### config.mk
export PLATFORM = sky130hd
export DESIGN_NAME = pix_out_fmt
export DESIGN_NICKNAME = d
export VERILOG_FILES = /design/src/rtl/pof_pkg.sv /design/src/rtl/pof_delay_line.sv /design/src/rtl/pof_blank_sel.sv /design/src/rtl/pof_coder.sv /design/src/rtl/pof_out_stage.sv /design/src/rtl/pix_out_fmt.sv
export SDC_FILE = /design/constraint.sdc
export NUM_CORES = 1
export LEC_CHECK = 0
export ABC_AREA = 1
export BUFFER_PORTS_ARGS = -buffer_cell sky130_fd_sc_hd__buf_2
export CAP_MARGIN = 20
export CORE_ASPECT_RATIO = 0.7
export CORE_UTILIZATION = 40
export DETAILED_ROUTE_END_ITERATION = 7
export GPL_TIMING_DRIVEN = 0
export SLEW_MARGIN = 40
export SYNTH_ARGS = -nofsm -noshare
export SYNTH_HDL_FRONTEND = slang
export SYNTH_SLANG_ARGS = --single-unit
### constraint.sdc
create_clock -name clk -period 1.26 [get_ports clk]
set_input_delay 0.252 -clock clk [delete_from_list [all_inputs] [get_ports clk]]
set_output_delay 0.252 -clock clk [all_outputs]
set_load 0.1 [all_outputs]
### src/rtl/pof_pkg.sv
package pof_pkg;

   typedef enum logic {
      BLANK_TO_ZERO  = 1'b0,
      BLANK_TO_CLAMP = 1'b1
   } blank_sel_e;

   typedef struct packed {
      blank_sel_e blank_sel;
      logic       gray_en;
      logic       transparent;
      logic       hiz;
      logic       blank_pol;
      logic       dclk_pol;
   } fmt_cfg_t;

endpackage

### src/rtl/pof_delay_line.sv
module pof_delay_line #(
   parameter int W     = 12,
   parameter int DEPTH = 9
) (
   input  logic         clk,
   input  logic         rst_n,
   input  logic [W-1:0] d,
   output logic [W-1:0] q
);
   generate
      if (DEPTH < 1) begin : g_bad_depth
         $error("pof_delay_line: DEPTH must be at least 1");
      end
      if (W < 2) begin : g_bad_width
         $error("pof_delay_line: W must be at least 2");
      end
   endgenerate

   logic [W-1:0] stage [DEPTH];

   generate
      for (genvar i = 0; i < DEPTH; i++) begin : g_stage
         if (i == 0) begin : g_head
            always_ff @(posedge clk) begin
               if (!rst_n) stage[i] <= '0;
               else        stage[i] <= d;
            end
         end else begin : g_body
            always_ff @(posedge clk) begin
               if (!rst_n) stage[i] <= '0;
               else        stage[i] <= stage[i-1];
            end
         end
      end
   endgenerate

   assign q = stage[DEPTH-1];
endmodule

### src/rtl/pof_blank_sel.sv
module pof_blank_sel
   import pof_pkg::*;
#(
   parameter int W  = 12,
   parameter int CW = 8
) (
   input  logic [W-1:0]  pix,
   input  logic          blank_act,
   input  logic          clamp_act,
   input  blank_sel_e    sel,
   input  logic [CW-1:0] clamp_level,
   output logic [W-1:0]  q
);
   generate
      if (CW > W) begin : g_bad_cw
         $error("pof_blank_sel: clamp width exceeds data width");
      end
   endgenerate

   logic [W-1:0] clamp_ext;
   logic [W-1:0] fill;

   generate
      if (CW == W) begin : g_same
         assign clamp_ext = clamp_level;
      end else begin : g_pad
         assign clamp_ext = {{(W-CW){1'b0}}, clamp_level};
      end
   endgenerate

   always_comb begin
      fill = (sel == BLANK_TO_CLAMP) ? clamp_ext : '0;
      // clamp strobe wins over preblank
      if (blank_act && !clamp_act) q = fill;
      else                         q = pix;
   end
endmodule

### src/rtl/pof_coder.sv
module pof_coder #(
   parameter int W = 12
) (
   input  logic [W-1:0] b,
   input  logic         gray_en,
   output logic [W-1:0] q
);
   logic [W-1:0] g;

   generate
      for (genvar i = 0; i < W; i++) begin : g_bit
         if (i == W-1) begin : g_msb
            assign g[i] = b[i];
         end else begin : g_low
            assign g[i] = b[i] ^ b[i+1];
         end
      end
   endgenerate

   assign q = gray_en ? g : b;
endmodule

### src/rtl/pof_out_stage.sv
module pof_out_stage #(
   parameter int W          = 12,
   parameter bit HAS_BYPASS = 1'b1
) (
   input  logic         clk,
   input  logic         rst_n,
   input  logic [W-1:0] d,
   input  logic         load,
   input  logic         bypass,
   output logic [W-1:0] q
);
   logic [W-1:0] held;

   always_ff @(posedge clk) begin
      if (!rst_n)    held <= '0;
      else if (load) held <= d;
   end

   generate
      if (HAS_BYPASS) begin : g_bypass
         assign q = bypass ? d : held;
      end else begin : g_reg_only
         logic unused_bypass;
         assign unused_bypass = bypass;
         assign q = held;
      end
   endgenerate
endmodule

### src/rtl/pix_out_fmt.sv
module pix_out_fmt
   import pof_pkg::*;
#(
   parameter int DATA_W  = 12,
   parameter int CLAMP_W = 8,
   parameter int LATENCY = 10
) (
   input  logic               clk,
   input  logic               rst_n,
   input  logic [DATA_W-1:0]  raw_pix,
   input  logic               dclk_lvl,
   input  logic               blank_strobe,
   input  logic               clamp_strobe,
   input  logic [CLAMP_W-1:0] clamp_level,
   input  logic               cfg_blank_to_clamp,
   input  logic               cfg_gray,
   input  logic               cfg_transparent,
   input  logic               cfg_hiz,
   input  logic               cfg_blank_pol,
   input  logic               cfg_dclk_pol,
   output logic [DATA_W-1:0]  pix_out,
   output logic               out_en
);
   localparam int PIPE_DEPTH = LATENCY - 1;

   generate
      if (LATENCY < 2) begin : g_bad_latency
         $error("pix_out_fmt: LATENCY must be at least 2");
      end
   endgenerate

   fmt_cfg_t          cfg;
   logic [DATA_W-1:0] tail_pix;
   logic [DATA_W-1:0] blanked;
   logic [DATA_W-1:0] coded;
   logic              blank_act;
   logic              cap_en;

   always_comb begin
      cfg.blank_sel   = blank_sel_e'(cfg_blank_to_clamp);
      cfg.gray_en     = cfg_gray;
      cfg.transparent = cfg_transparent;
      cfg.hiz         = cfg_hiz;
      cfg.blank_pol   = cfg_blank_pol;
      cfg.dclk_pol    = cfg_dclk_pol;
   end

   assign blank_act = (blank_strobe == cfg.blank_pol);
   assign cap_en    = (dclk_lvl == cfg.dclk_pol);

   pof_delay_line #(.W(DATA_W), .DEPTH(PIPE_DEPTH)) u_line (
      .clk   (clk),
      .rst_n (rst_n),
      .d     (raw_pix),
      .q     (tail_pix)
   );

   pof_blank_sel #(.W(DATA_W), .CW(CLAMP_W)) u_blank (
      .pix         (tail_pix),
      .blank_act   (blank_act),
      .clamp_act   (clamp_strobe),
      .sel         (cfg.blank_sel),
      .clamp_level (clamp_level),
      .q           (blanked)
   );

   pof_coder #(.W(DATA_W)) u_code (
      .b       (blanked),
      .gray_en (cfg.gray_en),
      .q       (coded)
   );

   pof_out_stage #(.W(DATA_W), .HAS_BYPASS(1'b1)) u_out (
      .clk    (clk),
      .rst_n  (rst_n),
      .d      (coded),
      .load   (cap_en),
      .bypass (cfg.transparent),
      .q      (pix_out)
   );

   assign out_en = !cfg.hiz;
endmodule

# Yosys cells after proc, flatten, opt, wreduce, memory -nomap -nowiden
# Memory sizes are Yosys's and may differ from the RTL's.
# Index checks and enable logic that the tools add are counted.
# word_totals
elab_cells	42
memories	1
output_inout_bits	13
latch_bits	0
mem_bits_rw	108
mem_bits_ro	0
ff_bits	12
in_bits	31
# memory_table
name	depth	width	read_ports	rd_clocked_by_memory_dff	write_ports	line	rtl
u_line.stage	9	12	9	0	9	pof_delay_line.sv:19	logic [W-1:0] stage [DEPTH];
# classes
n_reduce_logical	3
div	0
add_sub_neg	0
muxes	15
n_mul	0
bitwise_logic	20
n_shift	0
n_eq_ne	2
order_cmp	0
# op_table
operator	count
$mux 12	11
$mux 11	1
$xor 1x1->1	11
$or 1x1->1	9
$mux 8	1
$eq 1x1->1	2
$logic_not 1->1	2
$mux 1	2
$logic_and 1x1->1	1

# Logic depth before layout (Yosys ltp)
# Gate-level depths: netlist of the first run.
# logic_depth
ltp_word	6
depth_mapped	11
ltp_nobuf	10

# Modules after synthesis
# A second synthesis of the first run with hierarchy kept.
# hier_totals
cells_unflattened	571
area_unflattened_um2	4259.1
# by_module_without_submodules
mod	instances	cells_per_inst	area_per_inst_um2
pof_delay_line	1	336	3054.2
pof_out_stage	1	101	650.6
pof_coder	1	69	294.0
pof_blank_sel	1	54	219.0
pix_out_fmt	1	11	41.3

# Least setup slack after synthesis of the first run
# No wires, ideal clock.
# synth_timing
path_kind	input to output
start	input port clamp_strobe
end	output port pix_out[8]
setup_slack_ns	-2.028
required_time_ns	1.008
path_buffers	1
cell_stages	7
arrival_time_ns	3.036
path_cell_list	inv_1 > nand3_4 > buf_4 > nand2_1 > nor2_1 > xor2_1 > o21ai_0
# synth_via
elab_chain_cells	6
# synth_lines
element	line	rtl
start, declared	pix_out_fmt.sv:13	input logic clamp_strobe,
$logic_not 1->1 (*)	pof_blank_sel.sv:34	if (blank_act && !clamp_act) q = fill;
$logic_and 1x1->1 (*)	pof_blank_sel.sv:34	
$mux 12 (*)	pof_blank_sel.sv:34	
$xor 1x1->1	pof_coder.sv:15	assign g[i] = b[i] ^ b[i+1];
$mux 11 (*)	pof_coder.sv:20	assign q = gray_en ? g : b;
$mux 12 (*)	pof_out_stage.sv:21	assign q = bypass ? d : held;
end, declared	pix_out_fmt.sv:21	output logic [DATA_W-1:0] pix_out,
# Mark *: on every way between the ends. The rest lies on a longest branch, timed or not.

# Worst setup path in the final report of the first run
# layout_timing
start	input port blank_strobe
end	output port pix_out[5]
# layout_via
elab_chain_cells	6
# layout_lines
element	line	rtl
start, declared	pix_out_fmt.sv:12	input logic blank_strobe,
$eq 1x1->1 (*)	pix_out_fmt.sv:48	assign blank_act = (blank_strobe == cfg.blank_pol);
$logic_and 1x1->1 (*)	pof_blank_sel.sv:34	
$mux 12 (*)	pof_blank_sel.sv:34	
$xor 1x1->1	pof_coder.sv:15	
$mux 11 (*)	pof_coder.sv:20	
$mux 12 (*)	pof_out_stage.sv:21	
# Marks and branches as above.

==> flow_summary.toml, run 1 <==
[status]
status = "finished with violations"
violations = "setup timing"

[worst_setup_path]
crit_path_start_kind = "input pin"
end_kind = "output pin"
critPathMaxFanout = 5
required_ps = 1010
rrSetupSlack_ps = 230
cp_cell_sequence = "buf_8, inv_4, nand2_4, nand3_4, buf_6, buf_16, o21ai_4, nand3_2, nand2_2, nand2_4, nand2_8, buf_12"
crit_path_frequent_cell = "nand2_4"
cp.arrival_ps = 1610
slowest_delay_ps = 230
cp_num_buf_inv = 5
critical_path_class = "in2out"
crit_family = "buffers and inverters"
cp_slowest_cell = "o21ai_4"

[timing]
fin_worst_skew_ps = 11.8
worstMarginPinSlew_ps = 521
fin_crit_sh = 1.48
max_freq_mhz = 537
fin_crit_ps = 1860
hold_viol = 0
rsz0062_at_grt = "yes"
setup_tns_ps = -6070
hold_ws_ps = 23.9
maxSlewHeadroom = 0.653
finalWorstSetupSlack_ps = -602
setup_viol = 12
report.final.slew_viol_count = 0

[global_route]
globalRouteTotalUtil = 0.162
antenna_found_initial = 0
grt-ovfl-total = 0
grt_pass1_vias = 3042
grt_first_pass_wirelength_um = 13000
grt_max_degree = 17

[routing]
wl_per_cell_um = 10.6
drt-total-wl_um = 7870
drtIter0Drc = 177
ant_nets = 0
dr.pass1.iters = 4
routed_via_density = 4.14
vias = 3076
drc = 0

[synthesis]
synth.area.top_cells = "dfxtp_1 59%, nand2_1 17%, inv_1 13%, nand3_1 2.0%, o21ai_0 2.0%"
ys_seq_area_frac = 0.588
syn_area_um2 = 4090
netlist.area_leader.share = 0.588
yosys_register_bits = 120
synth_enable_flop_cells = 0
synthCells = 529
syn_area_per_cell_um2 = 7.72
synth_top_cell_by_area = "dfxtp_1"
synthesis.nets = 560
synth.most_common_cell = "nand2_1"
yosysWarnings = 0
synth.distinct_cells = 20
ys.flop_type = "dfxtp_1"
yosys-top-cells-count = "189 x nand2_1, 139 x inv_1, 120 x dfxtp_1"
async_flop_share = 0

[power]
pwr-share-seq = 0.402
p_switching_w = 0.00235
combPwrFrac = 0.097
internal_power_w = 0.00742
p_per_area_nw_per_um2 = 1660
irDropWorstVdd_mv = 1.09
switching_share = 0.241
p_clk_frac = 0.501
cellLeakagePower_nw = 3.34

[die]
core_um2 = 9800
num_io_pins = 44
die_y_um = 86.6
die_area_um2 = 10600
die-width_um = 123
start_util = 0.417
num_rows = 30

[cells_and_area]
n_antenna_cell = 0
multi_input_area_um2 = 1520
final_area_um2 = 5900
seqCellArea_um2 = 2410
nets = 633
nFillCells = 806
final_cells = 743
syn2layout_area_growth_pct = 44.4
layout-drive-gt1-share = 0.288

[placement]
portBuffers = 40
globalplace.congestion = 0.794
post_dp_cell_area_um2 = 4710
placed_cells = 697
hpwl_um = 4970
dpl_worst_slack_ps = -783

[clocking]
cts_sinks = 120
htree_levels = 4
cts_buffers = 17
clkSlewWorstSetupHoldPaths_ps = 50
clockBufferDepth = 2
insertion_delay_ps = 400
tritoncts = "built"
postCtsHoldBufs = 0
cts_root_buf = "clkbuf_16"

[worst_hold_path]
hold_class = "in2reg"

[run]
drv_cap = 0
path summary, 6_finish.rpt:
check                           start                  to  depth (start not counted)
setup / recovery         blank_strobe          pix_out[5]                         12
hold / removal             raw_pix[5]  u_line.stage[0][5]                          3
setup reg to reg  u_line.stage[8][11]      u_out.held[10]                          5
hold reg to reg    u_line.stage[7][1]  u_line.stage[8][1]                          2
metal layers:
layer,global-route usage,wire length [µm]
met2,0.250,3550
met3,0.0526,362
met5,0,0
met1,0.202,3850
met4,0.0831,97
worst min-delay path: cells and delay by family:
| family | cells | cell delay [ps] |
|---|---|---|
| and+or+nand+nor | 1 | 40 |
| buffers and inverters | 2 | 110 |
area by class of cell:
cell class	count	share of cell area
Sequential cell	120	0.408
Multi-Input combinational cell	249	0.257
Timing Repair Buffer	55	0.0959
Inverter	139	0.0906
Clock buffer	19	0.0751
Clock inverter	13	0.0286
Tap cell	128	0.0271
Buffer	20	0.0178
placed cells by master (no fill, tap or decap), types with 8 or more instances in the layout:
cell type,n
buf_6,8
nand2_1,145
inv_1,133
nand3_2,8
nand2_2,30
nand2_4,10
buf_12,12
clkbuf_1,14
nand3_1,8
buf_4,8
dfxtp_1,116
buf_2,25
clkbuf_16,17
o21ai_0,12
o21ai_4,10
state kept, by name, summed over array words and instances (netlist names):
register      count
u_out.held       12
u_line.stage    108
cells by family (layout without fill, tap and decap cells):
| family | after synthesis | after routing | share of synthesized area |
|---|---|---|---|
| compound gates | 27 | 27 | 0.0389 |
| xor+xnor | 4 | 4 | 0.00857 |
| buf+inv | 160 | 246 | 0.150 |
| flops | 120 | 120 | 0.588 |
| simple gates | 218 | 218 | 0.215 |
metrics by stage:
stage / utilization / power [W]
after global routing: 0.602 / 0.0101
after CTS: 0.580 / 0.00978
after global placement: 0.481 / 0.00472
final: 0.602 / 0.00977
after floorplan: - / 0.00457
after detailed placement: 0.481 / 0.00473
power by group through the flow:
stage	Clock, W	Combinational [W]	Sequential, W
6_report	0.00490	0.000947	0.00392
5_1_grt	0.00517	0.00102	0.00393
4_1_cts	0.00497	0.000883	0.00392
3_5_place_dp	0	0.000726	0.00400
3_3_place_gp	0	0.000716	0.00400
2_1_floorplan	0	0.000577	0.00400
what timing repair did:
item	4_1_cts	5_1_grt
gates cloned	1	0
setup endpoints to repair	12	17
buffers inserted	4	10
endpoints found under the hold margin	0	0
resized for setup	79	53
pin swaps	9	30
No activity file was read; power rests on OpenSTA's default activity.
==> run 2: changes to the inputs <==
--- a/config.mk
+++ b/config.mk
@@ -6,12 +6,13 @@
 export NUM_CORES = 1
 export LEC_CHECK = 0
 export ABC_AREA = 1
-export BUFFER_PORTS_ARGS = -buffer_cell sky130_fd_sc_hd__buf_2
 export CAP_MARGIN = 20
 export CORE_ASPECT_RATIO = 0.7
 export CORE_UTILIZATION = 40
 export DETAILED_ROUTE_END_ITERATION = 7
+export DONT_BUFFER_PORTS = 1
 export GPL_TIMING_DRIVEN = 0
+export PLACE_DENSITY = 0.63
 export SLEW_MARGIN = 40
 export SYNTH_ARGS = -nofsm -noshare
 export SYNTH_HDL_FRONTEND = slang
==> run 2 against run 1 <==
Effect of this change: the run still ends with setup timing left; cell area is 6.5% lower; register-to-register slack lost 340 ps; global-route usage fell by 0.63 points; non-clock buffer count fell by 33; sequential cell count did not move; count of clock-buffer cells in the layout stayed put; largest cell class unchanged; largest power group unchanged.
==> flow_summary.toml, run 2 (synthesized netlist as in run 1, its figures left out) <==
[timing]
report.final.slew_viol_count = 0
setup_viol = 13
maxSlewHeadroom = 0.457
finalWorstSetupSlack_ps = -705
hold_viol = 0
fin_crit_ps = 1970
hold_ws_ps = 132
rsz0062_at_grt = "yes"
fin_crit_sh = 1.56
max_freq_mhz = 509
setup_tns_ps = -5650
worstMarginPinSlew_ps = 814
fin_worst_skew_ps = 7.92

[global_route]
globalRouteTotalUtil = 0.156
grt_first_pass_wirelength_um = 12400
grt_max_degree = 17
grt_pass1_vias = 2860
antenna_found_initial = 0
grt-ovfl-total = 0

[die]
die_area_um2 = 10600
die-width_um = 123
die_y_um = 86.6
num_rows = 30
core_um2 = 9800
start_util = 0.417
num_io_pins = 44

[power]
p_per_area_nw_per_um2 = 1740
cellLeakagePower_nw = 3.13
irDropWorstVdd_mv = 1.04
total_power_w = 0.00959

[worst_setup_path]
critical_path_class = "reg2out"
end_kind = "output pin"
rrSetupSlack_ps = -110
required_ps = 1010
crit_path_start_kind = "flop"
cp.arrival_ps = 1710
critPathMaxFanout = 4

[cells_and_area]
layout-drive-gt1-share = 0.211
nets = 600
regMostFlops = "u_line.stage"
syn2layout_area_growth_pct = 35.0
layout_commonest_cell = "nand2_1"
final_cell_mix = "154 x nand2_1, 132 x inv_1, 112 x dfxtp_1"
final_area_um2 = 5520
reg.largest.list = "u_line.stage (108), u_out.held (12)"
n_antenna_cell = 0
largest_register_ffs = 108

[routing]
vias = 2977
wl_per_cell_um = 10.4
ant_nets = 0
drc = 0
routed_via_density = 4.19
drtIter0Drc = 98
dr.pass1.iters = 4
drt-total-wl_um = 7420

[clocking]
htree_levels = 4
tritoncts = "built"
clockBufferDepth = 2
clkSlewWorstSetupHoldPaths_ps = 60
cts_sinks = 120
cts_buffers = 17
insertion_delay_ps = 410
cts_root_buf = "clkbuf_16"

[status]
status = "finished with violations"
violations = "setup timing"

[placement]
hpwl_um = 4650
globalplace.congestion = 0.829
dpl_worst_slack_ps = -625
post_dp_cell_area_um2 = 4510
portBuffers = 0

[worst_hold_path]
hold_class = "in2reg"

[run]
drv_cap = 0
run 2: changes by cell type in the layout (fill, tap and decap cells not counted), sizes merged:
cell         before  now
clkinvlp          6    4
buf              57   12
clkinv            3    5
dlygate4sd3       0   12
run 2: cell type report:
cell class	count	area, µm²
sequential	120	2410
inverter	139	532
fill	833	4280
buffer	21	125
timing repair buffer	21	195
clock inverter	13	170
clock buffer	19	443
tap	128	160
multi-input combinational	249	1480
run 2: path summary, 6_finish.rpt:
| check | from | endpoint | depth (start not counted) |
|---|---|---|---|
| min reg2reg | u_line.stage[7][8] | u_line.stage[8][8] | 2 |
| max reg2reg | u_line.stage[8][1] | u_out.held[0] | 12 |
| min | cfg_gray | u_out.held[2] | 5 |
| max | u_line.stage[8][7] | pix_out[7] | 4 |
run 2: stage by stage:
step,utilization,instances
after floorplan,-,529
after global routing,0.563,710
after global placement,0.461,657
final,0.563,710
after detailed placement,0.461,657
after CTS,0.549,706
run 2: repair_timing:
action / 4_1_cts / 5_1_grt
hold buffers: 12 / 0
pin swaps: 29 / 18
resized for setup: 26 / 30
setup endpoints to repair: 12 / 13
hold endpoints to repair: 12 / 0
cloned: 0 / 0
setup buffers: 5 / 4
run 2: metal layers:
metal / routed length, µm / track usage
met5: 0 / 0
met4: 112 / 0.0610
met3: 419 / 0.0638
met2: 3540 / 0.252
met1: 3340 / 0.184
run 2: power breakdown:
part           switching (W)  total [W]  internal, W
Clock                0.00172    0.00491      0.00318
Sequential         0.0000314    0.00392      0.00389
Combinational       0.000544   0.000758     0.000213
Total                0.00230    0.00959      0.00729
run 2: worst max-delay path: stages (launching register included):
cell	delay (ps)
dfxtp_2	320
nand2_4	70
o21ai_4	70
or2_4	250
a31oi_4	600
